--- src/rtl/pwm_dt_pkg.sv ---
package pwm_dt_pkg;
    typedef enum logic [1:0] {
        GS_PRI      = 2'd0,
        GS_GAP_RISE = 2'd1,
        GS_CMP      = 2'd2,
        GS_GAP_FALL = 2'd3
    } gap_state_e;

    localparam logic [1:0] ADDR_RELOAD = 2'd0;
    localparam logic [1:0] ADDR_DUTY   = 2'd1;
    localparam logic [1:0] ADDR_GAP    = 2'd2;
    localparam logic [1:0] ADDR_POL    = 2'd3;
endpackage

--- src/rtl/pwm_dt_regs.sv ---
module pwm_dt_regs #(
    parameter int CNT_W = 12,
    parameter int DT_W  = 7
) (
    input  logic             clk_i,
    input  logic             rst_i,
    input  logic             wr_en_i,
    input  logic [1:0]       wr_addr_i,
    input  logic [CNT_W-1:0] wr_data_i,
    input  logic             ovf_i,
    output logic [CNT_W-1:0] reload_pend_o,
    output logic [CNT_W-1:0] duty_eff_o,
    output logic             gap_en_eff_o,
    output logic [DT_W-1:0]  gap_len_eff_o,
    output logic             gap_en_act_o,
    output logic [DT_W-1:0]  gap_len_act_o,
    output logic [1:0]       pol_o
);
    import pwm_dt_pkg::*;

    typedef struct packed {
        logic [CNT_W-1:0] rl_p;
        logic [CNT_W-1:0] du_p;
        logic [CNT_W-1:0] du_a;
        logic             gen_p;
        logic             gen_a;
        logic [DT_W-1:0]  glen_p;
        logic [DT_W-1:0]  glen_a;
        logic [1:0]       pol;
    } regs_t;

    regs_t regs_d, regs_q;

    always_comb begin
        regs_d = regs_q;
        if (ovf_i) begin
            regs_d.du_a   = regs_q.du_p;
            regs_d.gen_a  = regs_q.gen_p;
            regs_d.glen_a = regs_q.glen_p;
        end
        if (wr_en_i) begin
            case (wr_addr_i)
                ADDR_RELOAD: regs_d.rl_p = wr_data_i;
                ADDR_DUTY:   regs_d.du_p = wr_data_i;
                ADDR_GAP: begin
                    regs_d.gen_p  = wr_data_i[DT_W];
                    regs_d.glen_p = wr_data_i[DT_W-1:0];
                end
                default:     regs_d.pol = wr_data_i[1:0];
            endcase
        end
    end

    always_ff @(posedge clk_i) begin
        if (rst_i) regs_q <= '0;
        else       regs_q <= regs_d;
    end

    assign reload_pend_o = regs_q.rl_p;
    assign duty_eff_o    = ovf_i ? regs_q.du_p   : regs_q.du_a;
    assign gap_en_eff_o  = ovf_i ? regs_q.gen_p  : regs_q.gen_a;
    assign gap_len_eff_o = ovf_i ? regs_q.glen_p : regs_q.glen_a;
    assign gap_en_act_o  = regs_q.gen_a;
    assign gap_len_act_o = regs_q.glen_a;
    assign pol_o         = regs_q.pol;

    // active settings only move at the restart tick
    a_r2_shadow_hold: assert property (@(posedge clk_i) disable iff (rst_i)
        !ovf_i |=> ($stable(regs_q.du_a) && $stable(regs_q.gen_a) && $stable(regs_q.glen_a)));
endmodule

--- src/rtl/pwm_dt_counter.sv ---
module pwm_dt_counter #(
    parameter int CNT_W = 12
) (
    input  logic             clk_i,
    input  logic             rst_i,
    input  logic             tick_i,
    input  logic [CNT_W-1:0] reload_i,
    input  logic [CNT_W-1:0] duty_i,
    output logic             ovf_o,
    output logic             ref_nx_o
);
    localparam logic [CNT_W-1:0] CNT_TOP = {CNT_W{1'b1}};

    logic [CNT_W-1:0] cnt_d, cnt_q;

    assign ovf_o = tick_i && (cnt_q == CNT_TOP);

    always_comb begin
        cnt_d = cnt_q;
        if (ovf_o)       cnt_d = reload_i;
        else if (tick_i) cnt_d = cnt_q + 1'b1;
    end

    assign ref_nx_o = (cnt_d < duty_i);

    always_ff @(posedge clk_i) begin
        if (rst_i) cnt_q <= '0;
        else       cnt_q <= cnt_d;
    end

    // restart loads the reload value
    a_r1_reload: assert property (@(posedge clk_i) disable iff (rst_i)
        ovf_o |=> (cnt_q == $past(reload_i)));
    // no tick, no movement
    a_r1_hold: assert property (@(posedge clk_i) disable iff (rst_i)
        !tick_i |=> $stable(cnt_q));
endmodule

--- src/rtl/pwm_dt_gap.sv ---
module pwm_dt_gap #(
    parameter int DT_W = 7
) (
    input  logic            clk_i,
    input  logic            rst_i,
    input  logic            tick_i,
    input  logic            ref_nx_i,
    input  logic            gap_en_i,
    input  logic [DT_W-1:0] gap_len_i,
    output logic            raw_pri_o,
    output logic            raw_cmp_o
);
    import pwm_dt_pkg::*;

    typedef struct packed {
        gap_state_e      st;
        logic [DT_W-1:0] dly;
    } gap_t;

    gap_t gap_d, gap_q;

    always_comb begin
        gap_d = gap_q;
        if (!gap_en_i) begin
            gap_d.st  = ref_nx_i ? GS_PRI : GS_CMP;
            gap_d.dly = '0;
        end else if (gap_len_i == '0) begin
            gap_d.st  = GS_GAP_RISE;
            gap_d.dly = '0;
        end else if (tick_i) begin
            case (gap_q.st)
                GS_PRI: if (!ref_nx_i) begin
                    gap_d.st  = GS_GAP_RISE;
                    gap_d.dly = gap_len_i;
                end
                GS_GAP_RISE: begin
                    if (ref_nx_i)            gap_d.st  = GS_PRI;
                    else if (gap_q.dly <= 1) gap_d.st  = GS_CMP;
                    else                     gap_d.dly = gap_q.dly - 1'b1;
                end
                GS_CMP: if (ref_nx_i) begin
                    gap_d.st  = GS_GAP_FALL;
                    gap_d.dly = gap_len_i;
                end
                default: begin
                    if (gap_q.dly <= 1) gap_d.st  = GS_PRI;
                    else                gap_d.dly = gap_q.dly - 1'b1;
                end
            endcase
        end
    end

    always_ff @(posedge clk_i) begin
        if (rst_i) begin
            gap_q.st  <= GS_GAP_RISE;
            gap_q.dly <= '0;
        end else begin
            gap_q <= gap_d;
        end
    end

    assign raw_pri_o = (gap_q.st == GS_PRI);
    assign raw_cmp_o = (gap_q.st == GS_CMP) || (gap_q.st == GS_GAP_FALL);

    // zero gap length parks both outputs inactive
    a_r7_forced_low: assert property (@(posedge clk_i) disable iff (rst_i)
        (gap_en_i && gap_len_i == '0) |=> (!raw_pri_o && !raw_cmp_o));
    // complementary output stays low while its gap is still counting
    a_r4_gap_wait: assert property (@(posedge clk_i) disable iff (rst_i)
        (gap_en_i && gap_len_i != '0 && tick_i && !ref_nx_i &&
         gap_q.st == GS_GAP_RISE && gap_q.dly > 1) |=> !raw_cmp_o);
endmodule

--- src/rtl/dtpwm_pair.sv ---
module dtpwm_pair #(
    parameter int CNT_W = 12,
    parameter int DT_W  = 7
) (
    input  logic             clk_i,
    input  logic             rst_i,
    input  logic             tick_i,
    input  logic             wr_en_i,
    input  logic [1:0]       wr_addr_i,
    input  logic [CNT_W-1:0] wr_data_i,
    output logic             pwm_pri_o,
    output logic             pwm_cmp_o
);
    logic             ovf, ref_nx, gap_en_eff, gap_en_act, raw_pri, raw_cmp;
    logic [CNT_W-1:0] reload_pend, duty_eff;
    logic [DT_W-1:0]  gap_len_eff, gap_len_act;
    logic [1:0]       pol;

    pwm_dt_regs #(.CNT_W(CNT_W), .DT_W(DT_W)) i_regs (
        .clk_i(clk_i), .rst_i(rst_i), .wr_en_i(wr_en_i), .wr_addr_i(wr_addr_i),
        .wr_data_i(wr_data_i), .ovf_i(ovf), .reload_pend_o(reload_pend),
        .duty_eff_o(duty_eff), .gap_en_eff_o(gap_en_eff), .gap_len_eff_o(gap_len_eff),
        .gap_en_act_o(gap_en_act), .gap_len_act_o(gap_len_act), .pol_o(pol)
    );

    pwm_dt_counter #(.CNT_W(CNT_W)) i_counter (
        .clk_i(clk_i), .rst_i(rst_i), .tick_i(tick_i), .reload_i(reload_pend),
        .duty_i(duty_eff), .ovf_o(ovf), .ref_nx_o(ref_nx)
    );

    pwm_dt_gap #(.DT_W(DT_W)) i_gap (
        .clk_i(clk_i), .rst_i(rst_i), .tick_i(tick_i), .ref_nx_i(ref_nx),
        .gap_en_i(gap_en_eff), .gap_len_i(gap_len_eff),
        .raw_pri_o(raw_pri), .raw_cmp_o(raw_cmp)
    );

    assign pwm_pri_o = raw_pri ^ pol[0];
    assign pwm_cmp_o = raw_cmp ^ pol[1];

    // active gap without inversion never lets both pins be high
    a_r5_no_overlap: assert property (@(posedge clk_i) disable iff (rst_i)
        (gap_en_act && gap_len_act != '0 && pol == 2'b00) |-> !(pwm_pri_o && pwm_cmp_o));
endmodule

--- config.mk ---
export PLATFORM = sky130hd
export DESIGN_NAME = dtpwm_pair
export DESIGN_NICKNAME = d
export VERILOG_FILES = /design/src/rtl/pwm_dt_pkg.sv /design/src/rtl/pwm_dt_regs.sv /design/src/rtl/pwm_dt_counter.sv /design/src/rtl/pwm_dt_gap.sv /design/src/rtl/dtpwm_pair.sv
export SDC_FILE = /design/constraint.sdc
export NUM_CORES = 1
export LEC_CHECK = 0
export BUFFER_PORTS_ARGS = -buffer_cell sky130_fd_sc_hd__buf_2
export CAP_MARGIN = 25
export CORE_MARGIN = 3
export CORE_UTILIZATION = 42
export CTS_BUF_LIST = sky130_fd_sc_hd__clkbuf_8
export DETAILED_ROUTE_END_ITERATION = 8
export GPL_TIMING_DRIVEN = 0
export SYNTH_ARGS = -nofsm -noshare
export SYNTH_HDL_FRONTEND = slang
export SYNTH_HIERARCHICAL = 1
export SYNTH_SLANG_ARGS = --single-unit
--- constraint.sdc ---
create_clock -name clk_i -period 4.3 [get_ports clk_i]
set_input_delay 0.215 -clock clk_i [delete_from_list [all_inputs] [get_ports clk_i]]
set_output_delay 0.215 -clock clk_i [all_outputs]
set_load 0.01 [all_outputs]
; ---- Word-level counts from Yosys, hierarchy flattened
; Index checks and enable logic that the tools add are counted.
[op_classes]
addsub = 2
order_cmp = 2
eq_ne = 14
muxes = 17
n_bitwise = 4
n_reduce_logical = 13
[op_table]
columns = cell, count
row1 = $mux W9, 5
row2 = $mux W12, 3
row3 = $pmux W9 S3, 1
row4 = $mux W7, 3
row5 = $add A12 B1 Y12 const B, 1
row6 = $eq A12 B12 Y1 const B, 1
row7 = $lt A12 B12 Y1, 1
row8 = $mux W2, 4
row9 = $reduce_and A2 Y1, 4
row10 = $le A7 B1 Y1 const B, 1
row11 = $logic_not A7 Y1, 1
row12 = $sub A7 B1 Y7 const B, 1
row13 = $eq A2 B2 Y1 const B, 3
row14 = $ne A6 B6 Y1 const B, 1
row15 = $reduce_or A3 Y1, 2
row16 = $ne A5 B4 Y1 const B, 1
row17 = $reduce_and A5 Y1, 1
row18 = $eq A2 B1 Y1 const B, 2
row19 = $logic_not A2 Y1, 2
row20 = $ne A2 B2 Y1 const B, 2
row21 = $ne A4 B3 Y1 const B, 1
row22 = $ne A4 B4 Y1 const B, 1
row23 = $reduce_and A4 Y1, 1
row24 = $ne A3 B3 Y1 const B, 1
row25 = 6 further kinds, 8
[totals]
regBits = 75
output_inout_bits = 2

; ---- Depth between registers and ports, before layout
; Gate-level depths: netlist (run 1).
[depth]
depth_word = 9
ltp_mapped = 19
ltp_nobuf = 16

; ---- Cells and area by module
; The synthesis (run 1) kept the hierarchy.
[modules_own_cells]
columns = mod, instances, cells_each, area_each_um2, seq_area_each_um2
row1 = pwm_dt_regs, 1, 213, 2326.0, 1081.0
row2 = pwm_dt_counter, 1, 121, 948.4, 240.2
row3 = pwm_dt_gap, 1, 97, 799.5, 180.2
row4 = dtpwm_pair, 1, 2, 17.5, 0.0

; ---- Worst setup path before layout (run 1)
; Ideal clock, no wire load.
[synth_timing]
path_type = register to register
startpoint = register i_counter.cnt_q[0]
endpoint = register i_gap/gap_q[8] in the netlist's numbering
arrival_ns = 3.642
path_slack_ns = 0.572
stages_incl_launch_ff = 19
synth_period_minus_slack_ns = 3.728
cell_sequence = dfxtp_1 > ha_1 > and4_1 > buf_6 > nand4_2 > clkinv_1 > buf_2 > mux2_1 > inv_1 > ha_1 > a21oi_1 > nor2_1 > a221oi_1 > o21ai_0 > nor2_1 > mux2i_1 > o2111ai_1 > a41o_1 > a221oi_2
[synth_via]
elab_chain_cells = 9
elab_cells_between_ends = 22
classes_between = add/sub: 1 / order compare: 1 / eq/ne: 6 / mux: 11 / reduce/logical: 3
[synth_lines]
columns = item, line_no
row1 = start: declaration, pwm_dt_counter.sv:14  ; logic [CNT_W-1:0] cnt_d, cnt_q;
row2 = start signal: assignment, pwm_dt_counter.sv:28  ; else cnt_q <= cnt_d;
row3 = $eq A12 B12 Y1 *, pwm_dt_counter.sv:16  ; assign ovf_o = tick_i && (cnt_q == CNT_TOP);
row4 = $logic_and A1 B1 Y1 *, pwm_dt_counter.sv:16
row5 = named net ovf, dtpwm_pair.sv:14  ; logic ovf, ref_nx, gap_en_eff, gap_en_act, raw_pri, raw_cmp;
row6 = $mux W12 *, pwm_dt_regs.sv:60  ; assign duty_eff_o = ovf_i ? regs_q.du_p : regs_q.du_a;
row7 = named net duty_eff[3], dtpwm_pair.sv:15  ; logic [CNT_W-1:0] reload_pend, duty_eff;
row8 = $lt A12 B12 Y1 *, pwm_dt_counter.sv:24  ; assign ref_nx_o = (cnt_d < duty_i);
row9 = named net ref_nx, dtpwm_pair.sv:14
row10 = $mux W2, pwm_dt_gap.sv:37  ; if (ref_nx_i) gap_d.st = GS_PRI;
row11 = $pmux W9 S3, pwm_dt_gap.sv:31  ; case (gap_q.st)
row12 = $mux W9, pwm_dt_gap.sv:30  ; end else if (tick_i) begin
row13 = $mux W9, pwm_dt_gap.sv:27  ; end else if (gap_len_i == '0) begin
row14 = $mux W9, pwm_dt_gap.sv:24  ; if (!gap_en_i) begin
row15 = end signal: assignment, pwm_dt_gap.sv:58  ; gap_q <= gap_d;
row16 = end: declaration, pwm_dt_gap.sv:20  ; gap_t gap_d, gap_q;
; Mark *: on every way through the listed nets, which the timed path passes. The rest lies on a longest branch. The select of a mux whose other input is x is not followed.
; A chain may end at the register's enable or synchronous reset.

; ---- Final worst setup path (run 1)
; Same ends and word-level chain as after synthesis.

==> results of run 1 <==
final cells by class:
| type | count | area, um2 | share of cell area |
|---|---|---|---|
| inverters | 18 | 72.6 | 0.0160 |
| clock inverters | 6 | 65.1 | 0.0143 |
| plain buffers | 31 | 216 | 0.0477 |
| repair buffers | 20 | 103 | 0.0226 |
| multi-input cells | 302 | 2280 | 0.503 |
| flip-flops and latches | 75 | 1500 | 0.331 |
| clock buffers | 10 | 138 | 0.0303 |
| well taps | 129 | 161 | 0.0355 |
power by group through the flow:
stage	clock network, uW	logic (uW)	registers [uW]
floorplan	0	111	733
global placement	0	155	735
detailed placement	0	157	736
CTS	562	159	719
global route	595	181	722
finish	544	164	720
per-layer routing:
| metal | GRT usage | routed length (um) | vias up |
|---|---|---|---|
| li1 | - | - | 1553 |
| met1 | 0.220 | 4280 | 1482 |
| met2 | 0.316 | 4610 | 38 |
| met3 | 0.0372 | 234 | 4 |
| met4 | 0.0446 | 47 | 0 |
| met5 | 0 | 0 | - |
state kept, by name, indices dropped and copies added (netlist names):
| signal | count |
|---|---|
| i_regs/regs_q | 32 |
| i_counter/cnt_q | 12 |
| i_regs/reload_pend_o | 12 |
| i_gap/gap_q | 9 |
| i_regs/gap_len_act_o | 7 |
| i_regs/pol_o | 2 |
| i_regs/gap_en_act_o | 1 |
worst max-delay path, stage by stage (launching register included):
cell and delay (ns):
dfxtp_1 0.37, ha_1 0.18, and4_1 0.21, buf_6 0.13
nand4_2 0.17, clkinv_4 0.12, buf_6 0.17, mux2_1 0.34
inv_1 0.07, ha_1 0.25, a21oi_1 0.16, a21oi_1 0.08
a211oi_1 0.28, o21ai_1 0.14, nor2_4 0.19, mux2i_2 0.28
nand4_1 0.22, a41o_1 0.32, a221oi_2 0.25
layout by cell type (no fill, tap or decap), types with 16 or more instances in the layout:
cell,count
dfxtp_1,75
nand2b_1,47
mux2i_1,35
nor2b_1,27
nand2_1,23
buf_2,21
mux2_1,20
ha_1,18
inv_1,17
a21oi_1,16
worst max-delay path by stage:
stage                        from        endpoint  slack [ns]  depth (start not counted)
2_1_floorplan  i_counter/cnt_q[0]  i_gap/gap_q[8]        0.57                         18
4_1_cts        i_counter/cnt_q[0]  i_gap/gap_q[8]        0.03                         18
5_1_grt        i_counter/cnt_q[1]  i_gap/gap_q[8]       0.009                         18
3_5_place_dp   i_counter/cnt_q[0]  i_gap/gap_q[8]       -0.10                         18
6_report       i_counter/cnt_q[0]  i_gap/gap_q[8]        0.27                         18
3_3_place_gp   i_counter/cnt_q[0]  i_gap/gap_q[8]        -0.1                         18
per-stage QoR:
stage | cells | power, uW | hold WS [ns]
6_report | 591 | 1430 | 0.148
5_1_grt | 591 | 1500 | 0.151
4_1_cts | 590 | 1440 | 0.139
3_5_place_dp | 574 | 893 | 0.467
3_3_place_gp | 574 | 890 | 0.457
2_1_floorplan | 426 | 844 | 0.281
what timing repair did:
item	in CTS	in global routing
gates resized for setup	2	13
pin swaps	0	1
endpoints found under the setup margin	6	9
setup buffers	0	1
hold buffers	0	0
==> metrics.csv, run 1 <==
metric,value,unit
worst hold endpoint,i_regs/reload_pend_o[8],
Final #Nets,493,
CP arrival,4.28,ns
largest net degree at the start of global routing,14,
max_cap viols,0,
Ys Warns,6,
initial antenna violation count,0,
hpwl dp,6.79,mm
routability congestion estimate,0.810,
vias in the first global route,3156,
Layout fillers,933,
first-pass GRT wire length,15.4,mm
Pleak,0.00198,uW
antenna diode count,0,
drt drc,0,
final setup margin,0.275,ns
die footprint,10800,um2
DRT antenna net count,0,
post-synthesis cell count,426,
H-tree depth,3,
Max-Slew Margin vs Limit,0.495,
Comb power frac,0.115,
Final Critical Period,4.03,ns
RR Startpoint,i_counter/cnt_q[0],
Fin. Hold Viols,0,
drt wl/cell,15.5,um
Vias,3077,
post-route design area,4540,um2
Setup crit end kind,flip-flop,
CP Max Fanout,10,
Pwr per Cell Area,314,nW/um2
Area Growth Syn to Fin,12.5,%
clock-pin slew on the worst setup and hold paths,0.09,ns
sequential share of power,0.504,
reg2reg path depth,18,
DRT Wirelength,9.18,mm
Hold Path Origin,wr_data_i[8],
Worst Tran Pin Value,0.753,ns
dpl ws,-0.100,ns
Worst setup SP type,flip-flop,
# IOs,20,
Root Driver,clkbuf_8,
syn_nets,462,
Chip Height,104,um
Std-Cell Rows,35,
TritonCTS clock tree,built,
Final Util,0.489,
Avg Vias per Cell,5.21,
syn avg cell area,9.48,um2
Total GRT Usage,0.178,
PortBufs,19,
Clock Path Buffers,2,
reg-to-reg setup timing slack,0.27,ns
Fin Setup TNS,0,ns
switching portion of total power,0.255,
clock latency on the worst-skew pair,0.35,ns
total CTS buffers,9,
Setup Viol. Count Final,0,
die width,104,um
Max Clock Skew,0.0112,ns
worst hold path class,input port to flip-flop,
share of cells above drive strength 1,0.165,
clk sink count,75,
Slew Limit Fails,0,
Max Fclk,0.248,GHz
Core Area,9280,um2
cell internal pwr,1060,uW
Area after DPL,4300,um2
Initial DRC Count,88,
Crit path required time,4.56,ns
Clk pwr share,0.381,
Net Switching,364,uW
worst hold stages,3,
final period utilization,0.936,
Overflow after GRT,0,
Initial Util,0.435,
WS Path Type,flip-flop to flip-flop,
RSZ-0062 raised after global routing,no,
TritonRoute pass-1 iters,4,
cell area after synthesis,4040,um2
RR Endpoint,i_gap/gap_q[8],
outcome,"complete, no violations",
VDD IR-drop max,0.000231,V
No activity file was read; power rests on OpenSTA's default activity.
==> run 2: changes to the inputs <==
Settings changed: BUFFER_PORTS_ARGS -buffer_cell sky130_fd_sc_hd__buf_2 to default, DONT_BUFFER_PORTS from default to 1.
==> metrics.csv, run 2 (synthesis results as in run 1) <==
metric,value,unit
Final Critical Period,4.14,ns
Max-Slew Margin vs Limit,0.503,
most flop-heavy register,i_regs/regs_q,
Pleak,0.00194,uW
initial antenna violation count,0,
Max Clock Skew,0.00975,ns
Crit path required time,4.56,ns
post-route design area,4480,um2
Fin Setup TNS,0,ns
Initial Util,0.435,
die width,104,um
first-pass GRT wire length,14.9,mm
clock latency on the worst-skew pair,0.35,ns
Root Driver,clkbuf_8,
vias in the first global route,2904,
DRT antenna net count,0,
GRT busiest layer,met2,
Worst setup SP type,flip-flop,
Area Growth Syn to Fin,10.9,%
Overflow after GRT,0,
Setup Viol. Count Final,0,
VDD IR-drop max,0.000224,V
final period utilization,0.963,
PortBufs,0,
Fin. Hold Viols,0,
antenna diode count,0,
crit-path cells,and4_1 > buf_6 > nand4_4 > clkinvlp_4 > buf_8 > mux2_1 > inv_1 > ha_1 > nand3_1 > nor2_1 > a221oi_1 > o21ai_1 > nor2_2 > mux2i_2 > nand4_1 > a41o_1 > a221oi_2,
outcome,"complete, no violations",
TritonRoute pass-1 iters,4,
largest net degree at the start of global routing,13,
DRT Wirelength,9.19,mm
share of cells above drive strength 1,0.134,
Avg Vias per Cell,5.14,
hpwl dp,6.56,mm
routability congestion estimate,0.779,
Worst Tran Pin Value,0.740,ns
total CTS buffers,9,
WS Path Type,flip-flop to flip-flop,
met3 GRT Util,0.0428,
worst hold path class,input port to flip-flop,
max_cap viols,0,
"most common cell after layout, fill and taps aside",dfxtp_1,
drt drc,0,
Std-Cell Rows,35,
Area after DPL,4200,um2
grt met2 use,0.292,
drt wl/cell,15.9,um
Vias,2964,
max FFs per register,32,
Buffers & Inverters on Critical Path,4,
Total GRT Usage,0.175,
# IOs,20,
CP Max Fanout,10,
Chip Height,104,um
Pwr per Cell Area,311,nW/um2
Worst path max stage delay,0.50,ns
grt met1 use,0.224,
Clock Path Buffers,2,
CP arrival,4.41,ns
Critical Path Slowest Stage Cell,dfxtp_1,
Final #Nets,479,
Slew Limit Fails,0,
Max Fclk,0.242,GHz
Power Total,1390,uW
clk sink count,75,
H-tree depth,3,
die footprint,10800,um2
Initial DRC Count,122,
clock-pin slew on the worst setup and hold paths,0.08,ns
"commonest non-fill, non-tap cells in the layout","dfxtp_1, nand2b_1, mux2i_1",
Top delay family on crit path,simple AND/OR/NAND/NOR gates,
Setup crit end kind,flip-flop,
TritonCTS clock tree,built,
RSZ-0062 raised after global routing,no,
Core Area,9280,um2
[run 2: final timing paths]
kind | start | end | slack, ns | depth (start not counted)
worst max-delay path | i_counter/cnt_q[3] | i_gap/gap_q[8] | 0.16 | 17
worst min-delay path | rst_i | i_gap/gap_q[7] | 0.04 | 2
worst max register to register | i_counter/cnt_q[3] | i_gap/gap_q[8] | 0.16 | 17
worst min register to register | i_regs/regs_q[37] | i_regs/regs_q[37] | 0.47 | 2
[run 2: per-stage QoR]
step | cells | utilization | setup slack (ns) | hold WS, ns
3_3_place_gp | 555 | 0.452 | -0.0496 | 0.288
6_report | 577 | 0.482 | 0.159 | 0.0449
4_1_cts | 572 | 0.474 | 0.0141 | 0.0236
3_5_place_dp | 555 | 0.452 | -0.0744 | 0.287
5_1_grt | 577 | 0.482 | 0.0270 | 0.0421
2_1_floorplan | 426 | - | 0.572 | 0.281
[run 2: worst register-to-register path, stage by stage (launching register included)]
cell and delay [ns]:
dfxtp_1 0.50, and4_1 0.26, buf_6 0.14, nand4_4 0.15, clkinvlp_4 0.19, buf_8 0.17
mux2_1 0.35, inv_1 0.08, ha_1 0.23, nand3_1 0.12, nor2_1 0.07, a221oi_1 0.33
o21ai_1 0.15, nor2_2 0.26, mux2i_2 0.30, nand4_1 0.23, a41o_1 0.26, a221oi_2 0.26
[run 2: where the power goes]
group          leakage, uW  total, uW  switching, uW  internal, uW
combinational      0.00123        152           85.1          66.5
sequential        0.000608        720           10.1           710
clock             0.000105        519            257           262
total              0.00194       1390            353          1040
[run 2: cell type report]
| cell class | instances | area, um2 |
|---|---|---|
| Fill cell | 927 | 4810 |
| Multi-Input combinational cell | 302 | 2290 |
| Sequential cell | 75 | 1500 |
| Buffer | 31 | 224 |
| Tap cell | 129 | 161 |
| Clock buffer | 9 | 124 |
| Inverter | 18 | 71.3 |
| Clock inverter | 7 | 61.3 |
| Timing Repair Buffer | 5 | 40.0 |
| Timing Repair inverter | 1 | 5.00 |
[run 2: repair_timing]
| action | 4_1_cts | 5_1_grt |
|---|---|---|
| pin swaps | 0 | 2 |
| hold buffers | 1 | 0 |
| setup buffers | 0 | 4 |
| hold endpoints to repair | 3 | 0 |
| cloned | 0 | 1 |
| endpoints found under the setup margin | 2 | 9 |
| gates resized for setup | 2 | 13 |
[run 2: layer usage]
metal | up-vias | part of all wire | wire length (um)
li1 | 1512 | - | -
met1 | 1401 | 0.47 | 4280
met2 | 39 | 0.48 | 4440
met3 | 12 | 0.039 | 354
met4 | 0 | 0.012 | 108
met5 | - | 0 | 0
